<file path="src/rtl/scb_pkg.sv">
package scb_pkg;
    typedef enum logic [3:0] {
        RI_CTRL   = 4'd0,
        RI_FMT    = 4'd1,
        RI_HACT   = 4'd2,
        RI_VACT   = 4'd3,
        RI_STRIDE = 4'd4,
        RI_BASE   = 4'd5,
        RI_LOFF   = 4'd6,
        RI_ERR    = 4'd7,
        RI_HMAX   = 4'd8,
        RI_VMAX   = 4'd9,
        RI_FMTOK  = 4'd10,
        RI_ALIGN  = 4'd11
    } reg_idx_e;

    typedef enum logic {
        LO_SYNCED = 1'b0,
        LO_ARMED  = 1'b1
    } lo_state_e;
endpackage

</file>
<file path="src/rtl/scb_field_check.sv">
module scb_field_check
    import scb_pkg::*;
#(
    parameter int unsigned DW         = 32,
    parameter int unsigned MAX_H      = 1919,
    parameter int unsigned MAX_V      = 1079,
    parameter logic [DW-1:0] ALIGN_MASK = 'h1f,
    parameter logic [7:0]  VALID_FMT  = 8'h5c
) (
    input  reg_idx_e        idx,
    input  logic [DW-1:0]   wdata,
    output logic            viol
);
    localparam logic [DW-1:0] FMT_OK_W = DW'(VALID_FMT);
    localparam logic [DW-1:0] HMAX_W   = DW'(MAX_H);
    localparam logic [DW-1:0] VMAX_W   = DW'(MAX_V);

    always_comb begin
        viol = 1'b0;
        unique case (idx)
            RI_FMT:    viol = ($countones(wdata) != 1) || ((wdata & ~FMT_OK_W) != '0);
            RI_HACT:   viol = (wdata > HMAX_W);
            RI_VACT:   viol = (wdata > VMAX_W);
            RI_STRIDE: viol = ((wdata & ALIGN_MASK) != '0);
            RI_BASE:   viol = ((wdata & ALIGN_MASK) != '0);
            default:   viol = 1'b0;
        endcase
    end
endmodule

</file>
<file path="src/rtl/scb_lo_sync.sv">
module scb_lo_sync
    import scb_pkg::*;
#(
    parameter int unsigned DW = 32
) (
    input  logic          clk,
    input  logic          rst_n,
    input  logic          lo_wr,
    input  logic [DW-1:0] lo_wdata,
    input  logic          vblank_start,
    output logic [DW-1:0] lo_shadow,
    output logic [DW-1:0] lo_active
);
    lo_state_e state_q, state_d;
    logic      commit;

    // state register
    always_ff @(posedge clk) begin
        if (!rst_n) state_q <= LO_SYNCED;
        else        state_q <= state_d;
    end

    // next state and outputs
    always_comb begin
        state_d = state_q;
        commit  = 1'b0;
        unique case (state_q)
            LO_SYNCED: begin
                if (lo_wr) state_d = LO_ARMED;
            end
            LO_ARMED: begin
                if (vblank_start) begin
                    commit = 1'b1;
                    if (!lo_wr) state_d = LO_SYNCED;
                end
            end
            default: state_d = LO_SYNCED;
        endcase
    end

    always_ff @(posedge clk) begin
        if (!rst_n) begin
            lo_shadow <= '0;
            lo_active <= '0;
        end else begin
            if (lo_wr)  lo_shadow <= lo_wdata;
            if (commit) lo_active <= lo_shadow;
        end
    end

    // the active offset moves only on a vertical blank start pulse
    a_r3_hold_outside_vblank: assert property (@(posedge clk) disable iff (!rst_n)
        !vblank_start |=> $stable(lo_active));

    // a waiting value lands at the pulse
    a_r3_armed_commit: assert property (@(posedge clk) disable iff (!rst_n)
        (state_q == LO_ARMED && vblank_start) |=> (lo_active == $past(lo_shadow)));
endmodule

</file>
<file path="src/rtl/scan_cfg_bank.sv">
module scan_cfg_bank
    import scb_pkg::*;
#(
    parameter int unsigned   DW         = 32,
    parameter int unsigned   SZW        = 16,
    parameter int unsigned   MAX_H      = 1919,
    parameter int unsigned   MAX_V      = 1079,
    parameter logic [DW-1:0] ALIGN_MASK = 'h1f,
    parameter logic [7:0]    VALID_FMT  = 8'h5c
) (
    input  logic           clk,
    input  logic           rst_n,
    input  logic           wr_en,
    input  logic [3:0]     wr_addr,
    input  logic [DW-1:0]  wr_data,
    input  logic [3:0]     rd_addr,
    output logic [DW-1:0]  rd_data,
    input  logic           vblank_start,
    output logic           act_enable,
    output logic [7:0]     act_format,
    output logic [SZW-1:0] act_hsize,
    output logic [SZW-1:0] act_vsize,
    output logic [DW-1:0]  act_stride,
    output logic [DW-1:0]  act_base,
    output logic [DW-1:0]  act_line_off,
    output logic           cfg_error
);
    localparam logic [SZW-1:0] HMAX_S = SZW'(MAX_H);
    localparam logic [SZW-1:0] VMAX_S = SZW'(MAX_V);

    reg_idx_e wr_idx, rd_idx;
    assign wr_idx = reg_idx_e'(wr_addr);
    assign rd_idx = reg_idx_e'(rd_addr);

    logic           viol;
    logic           posted_wr, base_wr, lo_wr, err_clr;
    logic           sh_en;
    logic [7:0]     sh_fmt;
    logic [SZW-1:0] sh_h, sh_v;
    logic [DW-1:0]  sh_stride;
    logic           bad_fmt, bad_h, bad_v, bad_stride;
    logic [DW-1:0]  lo_shadow;

    scb_field_check #(
        .DW(DW), .MAX_H(MAX_H), .MAX_V(MAX_V),
        .ALIGN_MASK(ALIGN_MASK), .VALID_FMT(VALID_FMT)
    ) u_check (
        .idx(wr_idx), .wdata(wr_data), .viol(viol)
    );

    scb_lo_sync #(.DW(DW)) u_lo (
        .clk(clk), .rst_n(rst_n), .lo_wr(lo_wr), .lo_wdata(wr_data),
        .vblank_start(vblank_start), .lo_shadow(lo_shadow), .lo_active(act_line_off)
    );

    always_comb begin
        posted_wr = 1'b0;
        base_wr   = 1'b0;
        lo_wr     = 1'b0;
        err_clr   = 1'b0;
        if (wr_en) begin
            unique case (wr_idx)
                RI_CTRL, RI_FMT, RI_HACT, RI_VACT, RI_STRIDE: posted_wr = 1'b1;
                RI_BASE: base_wr = 1'b1;
                RI_LOFF: lo_wr   = 1'b1;
                RI_ERR:  err_clr = wr_data[0];
                default: ;
            endcase
        end
    end

    // shadow copies and their validity
    always_ff @(posedge clk) begin
        if (!rst_n) begin
            sh_en      <= 1'b0;
            sh_fmt     <= '0;
            sh_h       <= '0;
            sh_v       <= '0;
            sh_stride  <= '0;
            bad_fmt    <= 1'b0;
            bad_h      <= 1'b0;
            bad_v      <= 1'b0;
            bad_stride <= 1'b0;
        end else if (posted_wr) begin
            unique case (wr_idx)
                RI_CTRL:   sh_en <= wr_data[0];
                RI_FMT:    begin sh_fmt    <= wr_data[7:0];     bad_fmt    <= viol; end
                RI_HACT:   begin sh_h      <= wr_data[SZW-1:0]; bad_h      <= viol; end
                RI_VACT:   begin sh_v      <= wr_data[SZW-1:0]; bad_v      <= viol; end
                RI_STRIDE: begin sh_stride <= wr_data;          bad_stride <= viol; end
                default: ;
            endcase
        end
    end

    // active set, committed on a base write
    always_ff @(posedge clk) begin
        if (!rst_n) begin
            act_enable <= 1'b0;
            act_format <= '0;
            act_hsize  <= '0;
            act_vsize  <= '0;
            act_stride <= '0;
            act_base   <= '0;
        end else if (base_wr) begin
            act_enable <= sh_en;
            if (!viol)       act_base   <= wr_data;
            if (!bad_fmt)    act_format <= sh_fmt;
            if (!bad_h)      act_hsize  <= sh_h;
            if (!bad_v)      act_vsize  <= sh_v;
            if (!bad_stride) act_stride <= sh_stride;
        end
    end

    // sticky error flag
    always_ff @(posedge clk) begin
        if (!rst_n)              cfg_error <= 1'b0;
        else if (wr_en && viol)  cfg_error <= 1'b1;
        else if (err_clr)        cfg_error <= 1'b0;
    end

    // read path
    always_comb begin
        rd_data = '0;
        unique case (rd_idx)
            RI_CTRL:   rd_data = DW'(sh_en);
            RI_FMT:    rd_data = DW'(sh_fmt);
            RI_HACT:   rd_data = DW'(sh_h);
            RI_VACT:   rd_data = DW'(sh_v);
            RI_STRIDE: rd_data = sh_stride;
            RI_BASE:   rd_data = act_base;
            RI_LOFF:   rd_data = lo_shadow;
            RI_ERR:    rd_data = DW'(cfg_error);
            RI_HMAX:   rd_data = DW'(MAX_H);
            RI_VMAX:   rd_data = DW'(MAX_V);
            RI_FMTOK:  rd_data = DW'(VALID_FMT);
            RI_ALIGN:  rd_data = ALIGN_MASK;
            default:   rd_data = '0;
        endcase
    end

    // posted writes leave the active set untouched
    a_r1_posted_hold: assert property (@(posedge clk) disable iff (!rst_n)
        (wr_en && wr_addr <= 4'd4) |=> ($stable(act_enable) && $stable(act_format) &&
        $stable(act_hsize) && $stable(act_vsize) && $stable(act_stride) && $stable(act_base)));

    // an aligned base write lands at once
    a_r2_base_commit: assert property (@(posedge clk) disable iff (!rst_n)
        (wr_en && wr_addr == 4'd5 && (wr_data & ALIGN_MASK) == '0) |=> (act_base == $past(wr_data)));

    // active sizes never exceed the maxima
    a_r4_size_limit: assert property (@(posedge clk) disable iff (!rst_n)
        (act_hsize <= HMAX_S) && (act_vsize <= VMAX_S));

    // active stride and base are aligned
    a_r5_aligned: assert property (@(posedge clk) disable iff (!rst_n)
        ((act_stride & ALIGN_MASK) == '0) && ((act_base & ALIGN_MASK) == '0));

    // active format is one legal bit or empty
    a_r6_fmt_legal: assert property (@(posedge clk) disable iff (!rst_n)
        $onehot0(act_format) && ((act_format & ~VALID_FMT) == 8'h00));

    // the error flag holds until cleared
    a_r8_err_sticky: assert property (@(posedge clk) disable iff (!rst_n)
        (cfg_error && !(wr_en && wr_addr == 4'd7 && wr_data[0])) |=> cfg_error);
endmodule

</file>
<file path="config.mk">
export PLATFORM = sky130hd
export DESIGN_NAME = scan_cfg_bank
export DESIGN_NICKNAME = d
export VERILOG_FILES = /design/src/rtl/scb_pkg.sv /design/src/rtl/scb_field_check.sv /design/src/rtl/scb_lo_sync.sv /design/src/rtl/scan_cfg_bank.sv
export SDC_FILE = /design/constraint.sdc
export NUM_CORES = 1
export LEC_CHECK = 0
export BUFFER_PORTS_ARGS = -buffer_cell sky130_fd_sc_hd__buf_4
export CAP_MARGIN = 20
export CORE_UTILIZATION = 56
export CTS_CLUSTER_DIAMETER = 60
export CTS_CLUSTER_SIZE = 12
export DETAILED_ROUTE_END_ITERATION = 7
export PLACE_DENSITY = 0.8
export REMOVE_ABC_BUFFERS = 1
export SYNTH_ARGS = -nofsm -noshare
export SYNTH_HDL_FRONTEND = slang
export SYNTH_SLANG_ARGS = --single-unit
</file>
<file path="constraint.sdc">
create_clock -name clk -period 7.3 [get_ports clk]
set_input_delay 1.825 -clock clk [delete_from_list [all_inputs] [get_ports clk]]
set_output_delay 1.825 -clock clk [all_outputs]
set_load 0.005 [all_outputs]
</file>
==> results.py <==
metrics = {
    "clocking": {
        "clk_latency_ns": 0.53,
        "cts_inserted_buffers": 25,
        "clkSinkCount": 248,
        "post_cts_buffers": 0,
        "cts_max_level": 1,
        "cts_hold_buf": 0,
        "clockBufferDepth": 3,
        "cts.repair.resized": 0,
        "cts_tree": "yes",
        "clk_transition_reported_paths_ns": 0.06,
        "root_buffer": "clkbuf_16",
    },
    "timing": {
        "tns_ns": 0,
        "fmax_mhz": 157,
        "rsz0062_at_grt": "no",
        "fin_crit_sh_pct": 87.2,
        "tightest_slew_ns": 0.938,
        "fin_crit_ns": 6.37,
        "finalHoldViolations": 0,
        "slew_viol_final": 0,
        "setup_violations": 0,
        "relSlewSlack_pct": 37.4,
        "fin_skew_ns": 0.0184,
    },
    "pwr": {
        "p_leak_nw": 5.79,
        "internal-power_w": 0.00230,
        "clock_power_share_pct": 36.3,
        "switchingPower_w": 0.000879,
        "swShare_pct": 27.7,
        "p_per_area_mw_per_mm2": 224,
        "ir_drop_mv": 0.185,
        "p_comb_share_pct": 20.4,
        "seqPwrFrac_pct": 43.3,
    },
    "place": {
        "place_hpwl_um": 24100,
        "port_buffers": 213,
        "gp_congestion": 0.940,
        "place_area_sq_mm": 0.0135,
    },
    "min_path": {
        "worstHoldStart": "act_stride[5]",
        "hold_depth": 2,
        "hold_end": "act_stride[5]",
        "hold_class": "reg -> reg",
    },
    "setup_path": {
        "end_kind": "flop",
        "r2r_end": "u_lo.lo_active[19]",
        "worstSetupPathType": "in -> reg",
        "required_ns": 7.68,
        "r2r_slack_ns": 5.61,
        "worstSetupStartpointType": "input port",
        "timing.rr.start": "u_lo.state_q",
        "ff2ff_path_depth": 4,
        "cp.arrival_ns": 6.75,
        "crit_path_max_fanout": 7,
    },
    "global_routing": {
        "antenna_found_initial": 0,
        "grt_start_max_net_pins": 101,
        "overflow": 0,
        "grt_pass1_vias": 10200,
        "grt.total_usage_pct": 31.2,
        "grt_first_pass_wirelength_um": 54100,
    },
    "synth": {
        "yosysWarnings": 0,
        "synth_async_sr_flop_share_pct": 0,
        "synthTopCellsByArea": "dfxtp_1, nand2_1, a21boi_0",
        "ys.flop_type": "dfxtp_1",
        "synth_top_cell_by_area": "dfxtp_1",
        "syn-cell-area_sq_mm": 0.0119,
        "yosysTopAreaCellShare_pct": 41.7,
        "ys_seq_area_share_pct": 41.7,
        "syn_inst": 1438,
        "synth-edff-count": 0,
        "synthDistinctLibCells": 65,
        "ys_ff_latch": 248,
        "avgSynthCellArea_sq_um": 8.28,
    },
    "finish": {
        "final_nets": 1713,
        "final_area_sq_mm": 0.0142,
        "layout-drive-gt1-share_pct": 17.6,
        "area_delta_synth_final_pct": 19.5,
        "num_antenna_cells": 0,
    },
    "routing": {
        "wire_per_inst_um": 18.4,
        "drt-vias-per-instance": 5.72,
        "ant_nets": 0,
        "drt_wl_total_um": 34500,
        "first_iter_violations": 884,
        "dr.pass1.iters": 7,
        "dr_total_vias": 10700,
        "drc": 0,
    },
    "status": {
        "outcome": "complete, no violations",
    },
    "floorplanning": {
        "die_h_um": 148,
        "die_area_sq_mm": 0.0218,
        "io_pins": 214,
        "die_x_um": 148,
        "start_util_pct": 57.9,
        "rows": 52,
        "core_sq_mm": 0.0206,
    },
    "run": {
        "maxCapViolations": 0,
    },
}
[layout by cell type, fill, tap and decap left out, drive strengths merged, types with 3 or more instances in the layout]
cell type	instances
o211ai	5
o221ai	3
or2	4
clkbuf	26
nand3	41
a21oi	38
o21ai	51
and3	3
fa	26
a21boi	185
dfxtp	248
a22oi	18
mux2i	10
nand2	415
a222oi	19
and2	6
nor2	38
ha	47
buf	228
nand4	4
nor3	9
nand2b	10
nor2b	32
inv	92
a211oi	3
[cell families after synthesis]
logic type / after synthesis / synth area share, %
xor+xnor: 2 / 0.147
simple gates: 573 / 20.8
mux: 12 / 1.03
compound gates: 342 / 20.4
buf+inv: 188 / 6.56
flops: 248 / 41.7
fa+ha+maj: 73 / 9.32
[how the worst max path moves through the flow]
stage | end | from | slack, ns
2_1_floorplan | bad_stride | wr_data[4] | 0.83
4_1_cts | bad_stride | wr_data[4] | 0.94
3_3_place_gp | bad_stride | wr_data[4] | 0.45
6_report | bad_stride | wr_data[4] | 0.93
5_1_grt | bad_stride | wr_data[4] | 0.67
3_5_place_dp | bad_stride | wr_data[4] | 0.39
[worst max-delay path: stages]
cell      delay (ns)
buf_4           0.16
ha_1            0.23
inv_1           0.08
fa_1            0.54
inv_1           0.06
fa_1            0.52
inv_1           0.05
fa_1            0.52
fa_1            0.45
fa_1            0.48
inv_1           0.06
ha_1            0.16
inv_1           0.05
fa_1            0.47
or3b_2          0.45
nor4_2          0.14
o21ai_1         0.13
a211oi_4        0.25
a21oi_1         0.11
[metal layers]
metal / GRT usage [%] / vias to the layer above / wire length, um
met2: 51.3 / 510 / 16000
met5: 0 / - / 0
li1: - / 5048 / -
met1: 42.1 / 5052 / 14500
met3: 4.54 / 79 / 2980
met4: 10.0 / 0 / 1030
[power by group through the flow]
stage	Combinational, W	Sequential, W	Clock, W
final	0.000649	0.00137	0.00115
after global routing	0.000756	0.00137	0.00122
after CTS	0.000650	0.00137	0.00116
after detailed placement	0.000641	0.00140	0
after global placement	0.000636	0.00140	0
after floorplan	0.000446	0.00140	0
[sequential cells by signal, summed over array words and instances (netlist names)]
| signal | cells |
|---|---|
| act_base | 32 |
| act_stride | 32 |
| sh_stride | 32 |
| u_lo.lo_active | 32 |
| u_lo.lo_shadow | 32 |
| act_hsize | 16 |
| act_vsize | 16 |
| sh_h | 16 |
| sh_v | 16 |
| act_format | 8 |
| sh_fmt | 8 |
| act_enable | 1 |
| bad_fmt | 1 |
| bad_h | 1 |
| bad_stride | 1 |
| bad_v | 1 |
| cfg_error | 1 |
| sh_en | 1 |
| u_lo.state_q | 1 |
[area by class of cell]
type                            count  area, sq um
Inverter                           91          342
Tap cell                          270          338
Multi-Input combinational cell   1002         6170
Fill cell                        1742         6340
Clock buffer                       26          629
Clock inverter                      4         55.1
Timing Repair Buffer              228         1720
Sequential cell                   248         4960
[synth_stat cells (all sizes together) (2+ instances only)]
library cell  number
a22oi             18
a222oi            19
o211ai             5
nor2b             32
a21boi           185
nand4              4
a21o               2
nand2b            10
mux2               2
buf               42
o21ai             51
mux2i             10
nor4               2
ha                47
or2                4
and2               6
inv               91
o221ai             3
clkbuf            55
a211o              2
a21oi             38
dfxtp            248
nand2            415
a211oi             3
nor3               9
nand3             41
fa                26
a221oi             2
nor3b              2
and3               3
nor2              38
[metrics by stage]
stage | setup slack (ns) | utilization, % | total power (W) | cells | hold slack (ns)
6_report | 0.932 | 69.1 | 0.00318 | 1869 | 0.453
5_1_grt | 0.674 | 69.1 | 0.00335 | 1869 | 0.475
4_1_cts | 0.941 | 69.1 | 0.00319 | 1869 | 0.455
3_5_place_dp | 0.392 | 65.8 | 0.00205 | 1839 | 0.447
3_3_place_gp | 0.450 | 65.8 | 0.00204 | 1839 | 0.443
2_1_floorplan | 0.832 | - | 0.00185 | 1341 | 0.443
No activity file was read; power rests on OpenSTA's default activity.
